==> src/rtl/lsw_spi_pkg.sv <==
package lsw_spi_pkg;
  typedef enum logic [1:0] {
    FLT_NONE    = 2'b00,
    FLT_OPEN    = 2'b01,
    FLT_OVERCUR = 2'b10,
    FLT_SHORT   = 2'b11
  } fault_code_e;

  localparam int unsigned CODE_W = 2;
endpackage

==> src/rtl/lsw_pin_sync.sv <==
module lsw_pin_sync #(
  parameter int unsigned     W       = 3,
  parameter int unsigned     STAGES  = 2,
  parameter logic [W-1:0]    RST_VAL = '0
) (
  input  logic         clk_i,
  input  logic         rst_ni,
  input  logic [W-1:0] pin_i,
  output logic [W-1:0] lvl_o,
  output logic [W-1:0] rise_o,
  output logic [W-1:0] fall_o
);
  logic [W-1:0] stg_q [STAGES];
  logic [W-1:0] prev_q;

  always_ff @(posedge clk_i or negedge rst_ni) begin
    if (!rst_ni) begin
      for (int k = 0; k < STAGES; k++) stg_q[k] <= RST_VAL;
      prev_q <= RST_VAL;
    end else begin
      stg_q[0] <= pin_i;
      for (int k = 1; k < STAGES; k++) stg_q[k] <= stg_q[k-1];
      prev_q <= stg_q[STAGES-1];
    end
  end

  assign lvl_o  = stg_q[STAGES-1];
  assign rise_o = stg_q[STAGES-1] & ~prev_q;
  assign fall_o = ~stg_q[STAGES-1] & prev_q;
endmodule

==> src/rtl/lsw_shift_core.sv <==
module lsw_shift_core #(
  parameter int unsigned FRAME_W = 8,
  parameter int unsigned CNT_W   = 5
) (
  input  logic               clk_i,
  input  logic               rst_ni,
  input  logic               desel_i,
  input  logic               sclk_rise_i,
  input  logic               sclk_fall_i,
  input  logic               sdi_i,
  input  logic [FRAME_W-1:0] load_i,
  output logic [FRAME_W-1:0] shreg_o,
  output logic               frame_ok_o,
  output logic               sdo_o
);
  logic [FRAME_W-1:0] shreg_q;
  logic               samp_q;
  logic [CNT_W-1:0]   cnt_q;

  always_ff @(posedge clk_i or negedge rst_ni) begin
    if (!rst_ni) begin
      shreg_q <= '0;
      samp_q  <= 1'b0;
      cnt_q   <= '0;
    end else if (desel_i) begin
      // deselected: register mirrors live fault status
      shreg_q <= load_i;
      cnt_q   <= '0;
    end else begin
      if (sclk_rise_i) samp_q <= sdi_i;
      if (sclk_fall_i) begin
        shreg_q <= {shreg_q[FRAME_W-2:0], samp_q};
        if (cnt_q != '1) cnt_q <= cnt_q + 1'b1;
      end
    end
  end

  assign shreg_o    = shreg_q;
  assign frame_ok_o = (cnt_q == CNT_W'(FRAME_W));
  assign sdo_o      = shreg_q[FRAME_W-1];
endmodule

==> src/rtl/lsw_cmd_regs.sv <==
module lsw_cmd_regs #(
  parameter int unsigned N_CH = 4,
  parameter int unsigned DG_W = 3,
  localparam int unsigned FRAME_W = N_CH + DG_W + 1
) (
  input  logic               clk_i,
  input  logic               rst_ni,
  input  logic               apply_i,
  input  logic [FRAME_W-1:0] frame_i,
  input  logic [N_CH-1:0]    par_i,
  output logic [N_CH-1:0]    chan_on_o,
  output logic [DG_W-1:0]    dgl_o,
  output logic               sleep_o
);
  logic [N_CH-1:0] en_q;
  logic [DG_W-1:0] dg_q;
  logic            slp_q;

  always_ff @(posedge clk_i or negedge rst_ni) begin
    if (!rst_ni) begin
      en_q  <= '0;
      dg_q  <= '0;
      slp_q <= 1'b0;
    end else if (apply_i) begin
      en_q  <= frame_i[FRAME_W-1 -: N_CH];
      dg_q  <= frame_i[DG_W:1];
      slp_q <= frame_i[0];
    end
  end

  for (genvar g = 0; g < N_CH; g++) begin : g_or
    assign chan_on_o[g] = en_q[g] | par_i[g];
  end

  assign dgl_o   = dg_q;
  assign sleep_o = slp_q;
endmodule

==> src/rtl/lsw_fault_irq.sv <==
module lsw_fault_irq
  import lsw_spi_pkg::*;
#(
  parameter int unsigned N_CH = 4
) (
  input  logic                   clk_i,
  input  logic                   rst_ni,
  input  logic                   desel_i,
  input  logic [N_CH*CODE_W-1:0] code_i,
  output logic                   irq_o
);
  logic [N_CH-1:0] hit;
  logic            irq_q;

  for (genvar g = 0; g < N_CH; g++) begin : g_hit
    assign hit[g] = (code_i[g*CODE_W +: CODE_W] != FLT_NONE);
  end

  always_ff @(posedge clk_i or negedge rst_ni) begin
    if (!rst_ni)       irq_q <= 1'b0;
    else if (!desel_i) irq_q <= 1'b0;
    else               irq_q <= irq_q | (|hit);
  end

  assign irq_o = irq_q;
endmodule

==> src/rtl/lsw_spi_ctrl.sv <==
module lsw_spi_ctrl
  import lsw_spi_pkg::*;
#(
  parameter int unsigned N_CH        = 4,
  parameter int unsigned DG_W        = 3,
  parameter int unsigned SYNC_STAGES = 2,
  localparam int unsigned FRAME_W    = N_CH + DG_W + 1,
  localparam int unsigned FLT_W      = N_CH * CODE_W,
  localparam int unsigned CNT_W      = $clog2(FRAME_W) + 2
) (
  input  logic             clk_i,
  input  logic             rst_ni,
  input  logic             cs_ni,
  input  logic             sclk_i,
  input  logic             sdi_i,
  output logic             sdo_o,
  output logic             sdo_oe_o,
  input  logic [N_CH-1:0]  par_on_i,
  input  logic [FLT_W-1:0] fault_code_i,
  output logic [N_CH-1:0]  chan_on_o,
  output logic [DG_W-1:0]  dgl_sel_o,
  output logic             sleep_o,
  output logic             fault_irq_o
);
  logic [2:0]         pin_lvl, pin_rise, pin_fall;
  logic               cs_s, cs_rise, sclk_rise, sclk_fall, sdi_s;
  logic [FRAME_W-1:0] shreg;
  logic               frame_ok, sdo_raw;
  logic               unused_edges;

  lsw_pin_sync #(
    .W(3), .STAGES(SYNC_STAGES), .RST_VAL(3'b100)
  ) u_sync (
    .clk_i  (clk_i),
    .rst_ni (rst_ni),
    .pin_i  ({cs_ni, sclk_i, sdi_i}),
    .lvl_o  (pin_lvl),
    .rise_o (pin_rise),
    .fall_o (pin_fall)
  );

  assign cs_s      = pin_lvl[2];
  assign cs_rise   = pin_rise[2];
  assign sclk_rise = pin_rise[1];
  assign sclk_fall = pin_fall[1];
  assign sdi_s     = pin_lvl[0];
  assign unused_edges = ^{pin_lvl[1], pin_fall[2], pin_rise[0], pin_fall[0]};

  lsw_shift_core #(
    .FRAME_W(FRAME_W), .CNT_W(CNT_W)
  ) u_shift (
    .clk_i       (clk_i),
    .rst_ni      (rst_ni),
    .desel_i     (cs_s),
    .sclk_rise_i (sclk_rise),
    .sclk_fall_i (sclk_fall),
    .sdi_i       (sdi_s),
    .load_i      (fault_code_i),
    .shreg_o     (shreg),
    .frame_ok_o  (frame_ok),
    .sdo_o       (sdo_raw)
  );

  lsw_cmd_regs #(
    .N_CH(N_CH), .DG_W(DG_W)
  ) u_cmd (
    .clk_i     (clk_i),
    .rst_ni    (rst_ni),
    .apply_i   (cs_rise & frame_ok),
    .frame_i   (shreg),
    .par_i     (par_on_i),
    .chan_on_o (chan_on_o),
    .dgl_o     (dgl_sel_o),
    .sleep_o   (sleep_o)
  );

  lsw_fault_irq #(
    .N_CH(N_CH)
  ) u_irq (
    .clk_i   (clk_i),
    .rst_ni  (rst_ni),
    .desel_i (cs_s),
    .code_i  (fault_code_i),
    .irq_o   (fault_irq_o)
  );

  assign sdo_oe_o = ~cs_s;
  assign sdo_o    = sdo_raw & ~cs_s;
endmodule

==> config.mk <==
export PLATFORM = sky130hd
export DESIGN_NAME = lsw_spi_ctrl
export DESIGN_NICKNAME = d
export VERILOG_FILES = /design/src/rtl/lsw_spi_pkg.sv /design/src/rtl/lsw_pin_sync.sv /design/src/rtl/lsw_shift_core.sv /design/src/rtl/lsw_cmd_regs.sv /design/src/rtl/lsw_fault_irq.sv /design/src/rtl/lsw_spi_ctrl.sv
export SDC_FILE = /design/constraint.sdc
export NUM_CORES = 1
export LEC_CHECK = 0
export ABC_CLOCK_PERIOD_IN_PS = 3180
export BUFFER_PORTS_ARGS = -buffer_cell sky130_fd_sc_hd__buf_2
export CAP_MARGIN = 15
export CELL_PAD_IN_SITES_DETAIL_PLACEMENT = 0
export CELL_PAD_IN_SITES_GLOBAL_PLACEMENT = 1
export CORE_MARGIN = 4
export CORE_UTILIZATION = 45
export DETAILED_ROUTE_END_ITERATION = 16
export PLACE_DENSITY_LB_ADDON = 0.1
export RECOVER_POWER = 25
export SYNTH_ARGS = -nofsm -noshare
export SYNTH_HDL_FRONTEND = slang
export SYNTH_SLANG_ARGS = --single-unit
==> constraint.sdc <==
create_clock -name clk_i -period 3.18 [get_ports clk_i]
set_clock_uncertainty 0.15 [all_clocks]
set_input_delay 0.159 -clock clk_i [delete_from_list [all_inputs] [get_ports clk_i]]
set_output_delay 0.159 -clock clk_i [all_outputs]
set_load 0.05 [all_outputs]
-- Word level (Yosys, flattened, before mapping)
Cells that the tools add are included.
- add/subtract/negate cells: 1
- eq/ne operators: 2
- muxes and demuxes: 6
- bitwise gates (word level): 12
- reductions and logical operators: 9
- operators with widths (kind ; count):
    2-to-1 mux 8 bit ; 2
    2-to-1 mux 5 bit ; 3
    nonzero test 2 bit ; 6
    adder 5 x 1 -> 5 bit (second input constant) ; 1
    == test 5 x 4 -> 1 bit (second input constant) ; 1
    inequality test 5 bit (second input constant) ; 1
    OR 1 bit ; 5
    AND reduction 2 bit ; 2
    OR reduction 4 bit ; 1
    bitwise AND 3 bit ; 1
    inverter 3 bit ; 1
    bitwise AND 1 bit ; 2
    bitwise AND 2 bit ; 1
    inverter 2 bit ; 1
    2-to-1 mux 1 bit ; 1
    inverter 1 bit ; 1
- flip-flop bits (word level): 32
- output and inout bits: 11
- word-level logic and storage cells: 40

-- Depth between registers and ports, before layout
Gate-level depths: netlist (run 1).
- depth after elaboration: 4
- depth in mapped cells: 6
- mapped depth without buffers: 6

-- Modules after synthesis
A second synthesis (run 1) with hierarchy kept.
- cells, all modules: 114
- area total of the unflattened synthesis: 1438.9 µm²
- by module, submodules not included (module ; times used ; cells an instance ; area an instance (µm²)):
    lsw_shift_core ; 1 ; 66 ; 711.9
    lsw_cmd_regs ; 1 ; 21 ; 356.6
    lsw_pin_sync ; 1 ; 18 ; 304.0
    lsw_fault_irq ; 1 ; 6 ; 50.0
    lsw_spi_ctrl ; 1 ; 3 ; 16.3

-- Worst setup path after synthesis (run 1)
OpenSTA, ideal clock, no wires.
- path type: flip-flop to flip-flop
- start point: register u_shift.cnt_q[0]
- end point: register u_shift.cnt_q[1]
- library setup time: 132 ps
- arrival: 1508 ps
- required time: 2898 ps
- setup slack: 1391 ps
- cell stages (with the launch flop): 7
- cells stage by stage: dfrtp_1 > ha_1 > and3_1 > ha_1 > nor3b_2 > mux2i_1 > nor2_1
- word-level cells in the longest chain between the ends: 4
- elaborated cells between the ends (all ways): 7
- RTL lines (item ; line ; source):
    start: declaration ; lsw_shift_core.sv:18 ; logic [CNT_W-1:0] cnt_q;
    start signal: assignment ; lsw_shift_core.sv:33 ; if (cnt_q != '1) cnt_q <= cnt_q + 1'b1;
    adder 5 x 1 -> 5 bit ; lsw_shift_core.sv:33 ;
    2-to-1 mux 5 bit ; lsw_shift_core.sv:33 ;
    2-to-1 mux 5 bit ; lsw_shift_core.sv:31 ; if (sclk_fall_i) begin
    2-to-1 mux 5 bit ; lsw_shift_core.sv:25 ; end else if (desel_i) begin
Parallel ways exist; a longest one is shown, timed or not. The select of a mux whose other input is x is not followed.
A chain may end at the register's enable or synchronous reset.

-- Worst setup path after layout (run 1)
- start point: register u_sync.stg_q (netlist bit u_sync.lvl_o[2])
- end point: register u_cmd.en_q[2]
- word-level cells in the longest chain between the ends: 2
- RTL lines (item ; line ; source):
    start: declaration ; lsw_pin_sync.sv:13 ; logic [W-1:0] stg_q [STAGES];
    bitwise AND 3 bit ; lsw_pin_sync.sv:28 ; assign rise_o = stg_q[STAGES-1] & ~prev_q;
    bitwise AND 1 bit ; lsw_spi_ctrl.sv:69 ; .apply_i (cs_rise & frame_ok),
    end signal: assignment ; lsw_cmd_regs.sv:25 ; en_q <= frame_i[FRAME_W-1 -: N_CH];
    end: declaration ; lsw_cmd_regs.sv:15 ; logic [N_CH-1:0] en_q;
No other way between the ends.

==> results of run 1 <==
[worst register-to-register path: stages, from the launching register on]
cell and delay [ps]:
sky130_fd_sc_hd__dfstp_2 810, sky130_fd_sc_hd__inv_2 80, sky130_fd_sc_hd__or3_1 590, sky130_fd_sc_hd__mux2_4 380
[layout by cell type, fill, tap and decap left out, types with 4 or more instances in the layout]
cell	n
sky130_fd_sc_hd__mux2_4	8
sky130_fd_sc_hd__dlygate4sd3_1	12
sky130_fd_sc_hd__or2_2	4
sky130_fd_sc_hd__dfrtp_1	28
sky130_fd_sc_hd__o21ai_1	8
sky130_fd_sc_hd__nand2_1	9
sky130_fd_sc_hd__clkbuf_4	5
sky130_fd_sc_hd__mux2i_1	10
sky130_fd_sc_hd__nor2_1	6
sky130_fd_sc_hd__buf_2	26
[power by group]
part           switching, mW  leakage [nW]  total [mW]  internal, mW
Clock                  0.129        0.0353       0.236         0.107
Sequential            0.0185         0.391       0.435         0.416
Combinational         0.0489         0.404      0.0891        0.0401
[per-layer routing]
layer | up-vias | track usage [%]
li1 | 437 | -
met1 | 408 | 16.8
met2 | 24 | 21.5
met3 | 9 | 7.75
met4 | 0 | 6.63
met5 | - | 0
[cell families after synthesis]
kind of cell,synth area share (%)
compound gates,4.43
flops,58.8
xor+xnor,1.32
mux,17.5
fa+ha+maj,2.83
simple gates,12.3
buf+inv,2.92
[how the worst max path moves through the flow]
stage,from,end,slack [ps],depth (start not counted)
after global routing,rst_ni,u_shift.cnt_q[1]$_DFFE_PN0P_,930,2
after CTS,u_sync.lvl_o[2]$_DFF_PN1_,u_cmd.en_q[2]$_DFFE_PN0P_,1060,3
after detailed placement,u_sync.lvl_o[2]$_DFF_PN1_,u_cmd.sleep_o$_DFFE_PN0P_,1080,3
final,u_sync.lvl_o[2]$_DFF_PN1_,u_cmd.en_q[2]$_DFFE_PN0P_,1070,3
after global placement,u_sync.lvl_o[2]$_DFF_PN1_,u_cmd.sleep_o$_DFFE_PN0P_,1110,3
after floorplan,u_shift.cnt_q[0]$_DFFE_PN0P_,u_shift.cnt_q[1]$_DFFE_PN0P_,1390,6
[cell type report]
cell class	count	area [µm²]
fillers	242	1130
flip-flops and latches	31	779
multi-input cells	65	508
repair buffers	39	254
clock buffers	7	55.1
well taps	31	38.8
inverters	4	15.0
clock inverters	1	5.00
[flip-flops by register name, indices dropped and copies added (netlist names), 2 cells and up]
signal	flops
u_cmd.dgl_o	3
u_cmd.en_q	4
u_shift.cnt_q	5
u_shift.shreg_o	8
u_sync.lvl_o	3
u_sync.prev_q	2
u_sync.stg_q	3
==> summary.txt, run 1 <==
Finish
  • Nets@finish: between 150 and 200
  • Post-layout instance count excluding filler cells: ~180
  • Share of cells above drive strength 1: approximately a third
  • Area grow syn2layout: 24.8%
  • Cell area after layout: 1660 µm²
  • Utilization of the core after routing: a little under 60%
  • Antenna diode count: 0

Pwr
  • Maximum resistive drop on vdd: ~0.00036 V
  • Static leakage power: between 0.8 and 0.9 nW
  • Power density over cell area: 459 nW/µm²
  • Overall power consumption: ~0.76 mW

Routing
  • Uppermost signal routing layer after detailed routing: met4
  • DR WL met3: 165 µm
  • Met2 routed wirelength: 1160 µm
  • Pre-antenna DRT Iters: 4
  • Avg WL per Cell: roughly 14 µm
  • Initial DRC Count: 13
  • Drc violations: 0
  • Final wirelength: approximately 2500 µm
  • Met1 routed wirelength after detailed routing: 1100 µm
  • Count of antenna-violating nets left after detailed routing: 0
  • Count of vias placed by the detailed router: 878
  • Number of vias per cell after detailed routing: 4.93

Setup path
  • Cell-by-cell trace of the critical path: inv_2 > or3_1 > mux2_4
  • Largest fanout on the critical path: 25
  • Worst flop-to-flop path startpoint: u_sync.lvl_o[2]$_DFF_PN1_
  • Cell at the slowest stage of the critical path: sky130_fd_sc_hd__dfstp_2
  • Top cell family by delay on the critical path: flip-flops
  • Largest stage delay on the critical path: slightly above 800 ps
  • Number of cells traversed by the worst register-to-register path: 3
  • Type of the setup path with the least slack: reg2reg
  • Worst reg2reg path endpoint: u_cmd.en_q[2]$_DFFE_PN0P_
  • Required @ worst endpoint: approximately 3300 ps
  • Kind of end point of the critical path: flop
  • Reg2reg setup slack: 1070 ps
  • Worst Setup Start Kind: flop
  • Data arrival time of the worst path: between 2000 and 2500 ps
  • Buf/Inv on CP: 1

Clocking
  • Count of instances resized after the clock tree is built: 0
  • Number of sinks driven by the clock tree: 31
  • Buffers from clock root to sink, at most: 2
  • Clock Pin Slew Worst Setup and Hold Paths: around 90 ps
  • CTS H-tree lvls: 2
  • CTS Root Cell: sky130_fd_sc_hd__clkbuf_4
  • CTS Hold Buffers Added: 12
  • Clock tree from TritonCTS: built
  • Post-CTS Setup Inserts: 0
  • Clock latency of the later-clocked register in the worst-skew pair: between 300 and 400 ps
  • Number of clock buffers inserted by TritonCTS: 5

Timing
  • Number of pins with negative max-slew slack in the final report: 32
  • Final worst path period share: around 66%
  • Setup Total Neg Slack: 0 ps
  • Highest clock frequency the design can meet: ~480 MHz
  • RSZ-0062 raised after global routing: false
  • Minimum hold slack: around 210 ps
  • Worst-case setup margin in the final layout: about 1100 ps
  • Relative slew slack: -9.74%
  • Final setup violation count: 0
  • Crit path time final: 2110 ps
  • Slew at the pin closest to its max-slew limit: about 1600 ps
  • Final hold viol count: 0

Place
  • Cell Count Post-Placement: approximately 160
  • Detailed placement HPWL: around 1600 µm
  • Count of port buffers added during placement: 27
  • Total placed instance area: roughly 1500 µm²
  • Pre-CTS setup slack: between 1000 and 1500 ps
  • GP Congestion: roughly 0.77

Worst hold path
  • Hold wc startpoint: u_sync.stg_q[4]$_DFF_PN0_
  • Min-Delay Path Depth: 0
  • Worst min path class: reg2reg
  • Endpoint with the worst hold slack: u_sync.lvl_o[1]$_DFF_PN0_

Synth
  • Cell type with the highest aggregate area in the netlist: sky130_fd_sc_hd__dfrtp_1
  • Post-synthesis cell area: 1330 µm²
  • Register bit total from synthesis: 31
  • Top_reg_cell synth: sky130_fd_sc_hd__dfrtp_1
  • Syn Area/Cell: 12.8 µm²
  • Commonest cells in the synthesized netlist: sky130_fd_sc_hd__dfrtp_1, sky130_fd_sc_hd__mux2i_1, sky130_fd_sc_hd__nand2_1
  • Leading post-synthesis cells by cell area: sky130_fd_sc_hd__dfrtp_1, sky130_fd_sc_hd__mux2_4, sky130_fd_sc_hd__mux2i_1
  • Unique masters post-synth: 28
  • Async set-or-reset flop fraction in the synthesized netlist: 100%
  • Library cell with the highest instance count after synthesis: sky130_fd_sc_hd__dfrtp_1
  • Register area share after synthesis: about three fifths
  • Mapped Nets: 124
  • Number of flops mapped to enable cells by yosys: 0
  • Number of cells produced by synthesis: between 100 and 150
  • Area share of the largest cell type after synthesis: 52.8%
  • Yosys warnings: 0

Die
  • # IOs: 28
  • Die area: between 3000 and 4000 µm²
  • Floorplan die height: 62.3 µm
  • Total number of placement rows: 19
  • Horizontal die dimension: roughly 62 µm
  • Core Region: between 2000 and 3000 µm²
  • Initial Utilization: between 40% and 50%

Global routing
  • Vias in the first global route: between 900 and 1,000
  • Aggregate global routing overflow: 0
  • Wire length of the first global-routing pass: roughly 4300 µm
  • Initial antenna violation count: 0
  • Maximum number of pins on one net before global-route repair: 32
  • Total GRT Usage: approximately 14%

Job
  • Maxcap violations: 1

Status
  • Violated checks: max-capacitance violations, max-slew violations
  • Result of the run: finished, violations left
(Power assumes the default switching activity.)
==> inputs of run 2 (changes only) <==
--- a/config.mk
+++ b/config.mk
@@ -5,13 +5,14 @@
 export SDC_FILE = /design/constraint.sdc
 export NUM_CORES = 1
 export LEC_CHECK = 0
-export ABC_CLOCK_PERIOD_IN_PS = 3180
+export ABC_AREA = 1
+export ABC_CLOCK_PERIOD_IN_PS = 1900
 export BUFFER_PORTS_ARGS = -buffer_cell sky130_fd_sc_hd__buf_2
 export CAP_MARGIN = 15
 export CELL_PAD_IN_SITES_DETAIL_PLACEMENT = 0
 export CELL_PAD_IN_SITES_GLOBAL_PLACEMENT = 1
 export CORE_MARGIN = 4
-export CORE_UTILIZATION = 45
+export CORE_UTILIZATION = 36
 export DETAILED_ROUTE_END_ITERATION = 16
 export PLACE_DENSITY_LB_ADDON = 0.1
 export RECOVER_POWER = 25
==> constraint.sdc (replaced) <==
create_clock -name clk_i -period 1.9 [get_ports clk_i]
set_clock_uncertainty 0.15 [all_clocks]
set_input_delay 0.095 -clock clk_i [delete_from_list [all_inputs] [get_ports clk_i]]
set_output_delay 0.095 -clock clk_i [all_outputs]
set_load 0.05 [all_outputs]
==> summary.txt, run 2 <==
Clocking
  • CTS H-tree lvls: 2 (unchanged)
  • Buffers from clock root to sink, at most: 2 (unchanged)
  • CTS Root Cell: sky130_fd_sc_hd__clkbuf_8 (was sky130_fd_sc_hd__clkbuf_4)
  • Count of instances resized after the clock tree is built: 0 (unchanged)
  • CTS Hold Buffers Added: 12 (unchanged)
  • Post-CTS Setup Inserts: 0 (unchanged)
  • Clock Pin Slew Worst Setup and Hold Paths: 70 ps (was 90 ps)
  • Clock tree from TritonCTS: built (unchanged)
  • Number of sinks driven by the clock tree: 31 (unchanged)
  • Number of clock buffers inserted by TritonCTS: 5 (unchanged)
  • Clock latency of the later-clocked register in the worst-skew pair: 280 ps (was 330 ps)

Synth
  • Register bit total from synthesis: 31 (unchanged)
  • Leading post-synthesis cells by cell area: sky130_fd_sc_hd__dfrtp_1, sky130_fd_sc_hd__nand2_1, sky130_fd_sc_hd__dfstp_2 (was sky130_fd_sc_hd__dfrtp_1, sky130_fd_sc_hd__mux2_4, sky130_fd_sc_hd__mux2i_1)
  • Unique masters post-synth: 18 (was 28)
  • Number of cells produced by synthesis: 144 (was 104)
  • Yosys warnings: 0 (unchanged)
  • Commonest cells in the synthesized netlist: sky130_fd_sc_hd__nand2_1, sky130_fd_sc_hd__dfrtp_1, sky130_fd_sc_hd__nand3_1 (was sky130_fd_sc_hd__dfrtp_1, sky130_fd_sc_hd__mux2i_1, sky130_fd_sc_hd__nand2_1)
  • Cell type with the highest aggregate area in the netlist: sky130_fd_sc_hd__dfrtp_1 (unchanged)
  • Register area share after synthesis: 58.2% (was 58.8%)
  • Mapped Nets: 164 (was 124)
  • Library cell with the highest instance count after synthesis: sky130_fd_sc_hd__nand2_1 (was sky130_fd_sc_hd__dfrtp_1)
  • Post-synthesis cell area: 1340 µm² (was 1330 µm²)
  • Top_reg_cell synth: sky130_fd_sc_hd__dfrtp_1 (unchanged)
  • Async set-or-reset flop fraction in the synthesized netlist: 100% (unchanged)
  • Number of flops mapped to enable cells by yosys: 0 (unchanged)
  • Area share of the largest cell type after synthesis: 52.3% (was 52.8%)
  • Syn Area/Cell: 9.30 µm² (was 12.8 µm²)

Finish
  • Most common cell after layout, fill and taps aside: sky130_fd_sc_hd__nand2_1 (was sky130_fd_sc_hd__dfrtp_1)
  • Nets@finish: 210 (was 166)
  • Commonest non-fill, non-tap cells in the layout: sky130_fd_sc_hd__nand2_1, sky130_fd_sc_hd__dfrtp_1, sky130_fd_sc_hd__buf_2 (was sky130_fd_sc_hd__dfrtp_1, sky130_fd_sc_hd__buf_2, sky130_fd_sc_hd__dlygate4sd3_1)
  • Area grow syn2layout: 32.7% (was 24.8%)
  • Number of flip-flops in the largest register: 8 (unchanged)
  • Antenna diode count: 0 (unchanged)
  • Share of cells above drive strength 1: 25.7% (was 34.0%)

Die
  • Horizontal die dimension: 69.0 µm (was 62.3 µm)
  • # IOs: 28 (unchanged)
  • Core Region: 3470 µm² (was 2780 µm²)
  • Initial Utilization: 38.6% (was 47.7%)
  • Floorplan die height: 69.0 µm (was 62.3 µm)
  • Die area: 4760 µm² (was 3880 µm²)
  • Total number of placement rows: 21 (was 19)

Setup path
  • Reg2reg setup slack: 200 ps (was 1070 ps)
  • Largest fanout on the critical path: 6 (was 25)
  • Worst flop-to-flop path startpoint: u_shift.cnt_q[0]$_DFFE_PN0P_ (was u_sync.lvl_o[2]$_DFF_PN1_)
  • Data arrival time of the worst path: 1730 ps (was 2170 ps)
  • Required @ worst endpoint: 1920 ps (was 3250 ps)
  • Type of the setup path with the least slack: reg2reg (unchanged)
  • Kind of end point of the critical path: flop (unchanged)
  • Worst reg2reg path endpoint: u_shift.cnt_q[3]$_DFFE_PN0P_ (was u_cmd.en_q[2]$_DFFE_PN0P_)
  • Worst Setup Start Kind: flop (unchanged)
  • Number of cells traversed by the worst register-to-register path: 8 (was 3)

Timing
  • Setup Total Neg Slack: 0 ps (unchanged)
  • Final setup violation count: 0 (unchanged)
  • RSZ-0062 raised after global routing: false (unchanged)
  • Relative slew slack: 50.8% (was -9.74%)
  • Final hold viol count: 0 (unchanged)
  • Slew at the pin closest to its max-slew limit: 738 ps (was 1650 ps)
  • Number of pins with negative max-slew slack in the final report: 0 (was 32)
  • Final worst path period share: 89.7% (was 66.2%)
  • Crit path time final: 1700 ps (was 2110 ps)
  • Highest clock frequency the design can meet: 587 MHz (was 475 MHz)

Pwr
  • Power density over cell area: 877 nW/µm² (was 459 nW/µm²)
  • Static leakage power: 0.913 nW (was 0.830 nW)
  • Maximum resistive drop on vdd: 0.000451 V (was 0.000360 V)
  • Overall power consumption: 1.56 mW (was 0.759 mW)

Routing
  • Avg WL per Cell: 10.9 µm (was 14.0 µm)
  • Count of antenna-violating nets left after detailed routing: 0 (unchanged)
  • Final wirelength: 2580 µm (was 2490 µm)
  • Count of vias placed by the detailed router: 1,072 (was 878)
  • Initial DRC Count: 52 (was 13)
  • Drc violations: 0 (unchanged)
  • Number of vias per cell after detailed routing: 4.52 (was 4.93)
  • Pre-antenna DRT Iters: 6 (was 4)

Place
  • GP Congestion: 0.778 (was 0.770)
  • Count of port buffers added during placement: 27 (unchanged)
  • Detailed placement HPWL: 1840 µm (was 1590 µm)

Job
  • Maxcap violations: 0 (was 1)

Global routing
  • Initial antenna violation count: 0 (unchanged)
  • Vias in the first global route: 1,022 (was 924)
  • Maximum number of pins on one net before global-route repair: 32 (unchanged)
  • Wire length of the first global-routing pass: 4480 µm (was 4310 µm)
  • Total GRT Usage: 13.0% (was 14.4%)
  • Aggregate global routing overflow: 0 (unchanged)

Worst hold path
  • Endpoint with the worst hold slack: u_sync.lvl_o[1]$_DFF_PN0_ (unchanged)
  • Hold wc startpoint: u_sync.stg_q[4]$_DFF_PN0_ (unchanged)
  • Worst min path class: reg2reg (unchanged)
  • Min-Delay Path Depth: 0 (unchanged)

Status
  • Result of the run: complete, no violations (was finished, violations left)
-- run 2: changes by cell type after synthesis, moves of 6 or more --
cell	previous run	this run
sky130_fd_sc_hd__nand2_1	9	37
sky130_fd_sc_hd__nand3_1	1	15
sky130_fd_sc_hd__mux2i_1	10	0
sky130_fd_sc_hd__o21ai_0	0	10
sky130_fd_sc_hd__inv_1	3	12
sky130_fd_sc_hd__mux2_4	8	0
sky130_fd_sc_hd__o211ai_1	0	8
sky130_fd_sc_hd__o21ai_1	8	0
sky130_fd_sc_hd__nor2_1	6	12
-- run 2: stage by stage --
step	hold slack, ps	instance area [µm²]	setup slack, ps	cells	utilization, %
3_3_place_gp	26.4	1540	266	217	44.4
6_report	198	1780	195	237	51.2
3_5_place_dp	24.6	1540	196	217	44.4
2_1_floorplan	-351	1340	345	144	-
4_1_cts	200	1780	178	237	51.2
5_1_grt	208	1780	18.5	237	51.2
-- run 2: area by class of cell --
class                           count  area (µm²)
Clock buffer                        6        82.6
Timing Repair Buffer               42         278
Multi-Input combinational cell     97         495
Fill cell                         337        1690
Tap cell                           46        57.6
Sequential cell                    31         779
Inverter                           13        48.8
Clock inverter                      2        35.0
-- run 2: cells by family (layout without fill, tap and decap cells) --
kind of cell               Yosys count  count (layout)  share of synthesized area, %
buffers and inverters               16              63                          4.77
DFF                                 31              31                          58.2
adders and majority gates            3               3                          2.80
AOI/OAI and AO/OA                   19              19                          8.60
and+or+nand+nor                     75              75                          25.6
-- run 2: power by group --
group          switching (mW)  internal [mW]
clock network           0.234          0.424
registers              0.0226          0.701
logic                   0.110         0.0674
-- run 2: worst max-delay path, stage by stage (launching register included) --
cell and delay [ps]:
sky130_fd_sc_hd__dfrtp_1 390, sky130_fd_sc_hd__ha_1 210, sky130_fd_sc_hd__nand2_1 80, sky130_fd_sc_hd__nor2_1 50
sky130_fd_sc_hd__ha_1 180, sky130_fd_sc_hd__nor2_1 310, sky130_fd_sc_hd__nand3_1 110, sky130_fd_sc_hd__nand2_1 70
sky130_fd_sc_hd__nor2_1 40
-- run 2: metal layers --
metal | wire, µm | vias to the layer above | track usage, %
li1 | - | 559 | -
met1 | 1270 | 479 | 16.5
met2 | 1120 | 29 | 19.9
met3 | 146 | 5 | 3.89
met4 | 45 | 0 | 6.57
met5 | 0 | - | 0
-- run 2: how the worst max path moves through the flow --
stage,startpoint,endpoint,slack (ps)
3_3_place_gp,u_shift.cnt_q[0]$_DFFE_PN0P_,u_shift.cnt_q[3]$_DFFE_PN0P_,270
4_1_cts,u_shift.cnt_q[0]$_DFFE_PN0P_,u_shift.cnt_q[3]$_DFFE_PN0P_,180
2_1_floorplan,u_shift.cnt_q[0]$_DFFE_PN0P_,u_shift.cnt_q[3]$_DFFE_PN0P_,350
5_1_grt,u_shift.cnt_q[0]$_DFFE_PN0P_,u_shift.cnt_q[3]$_DFFE_PN0P_,20
6_report,u_shift.cnt_q[0]$_DFFE_PN0P_,u_shift.cnt_q[3]$_DFFE_PN0P_,200
3_5_place_dp,u_shift.cnt_q[0]$_DFFE_PN0P_,u_shift.cnt_q[3]$_DFFE_PN0P_,200
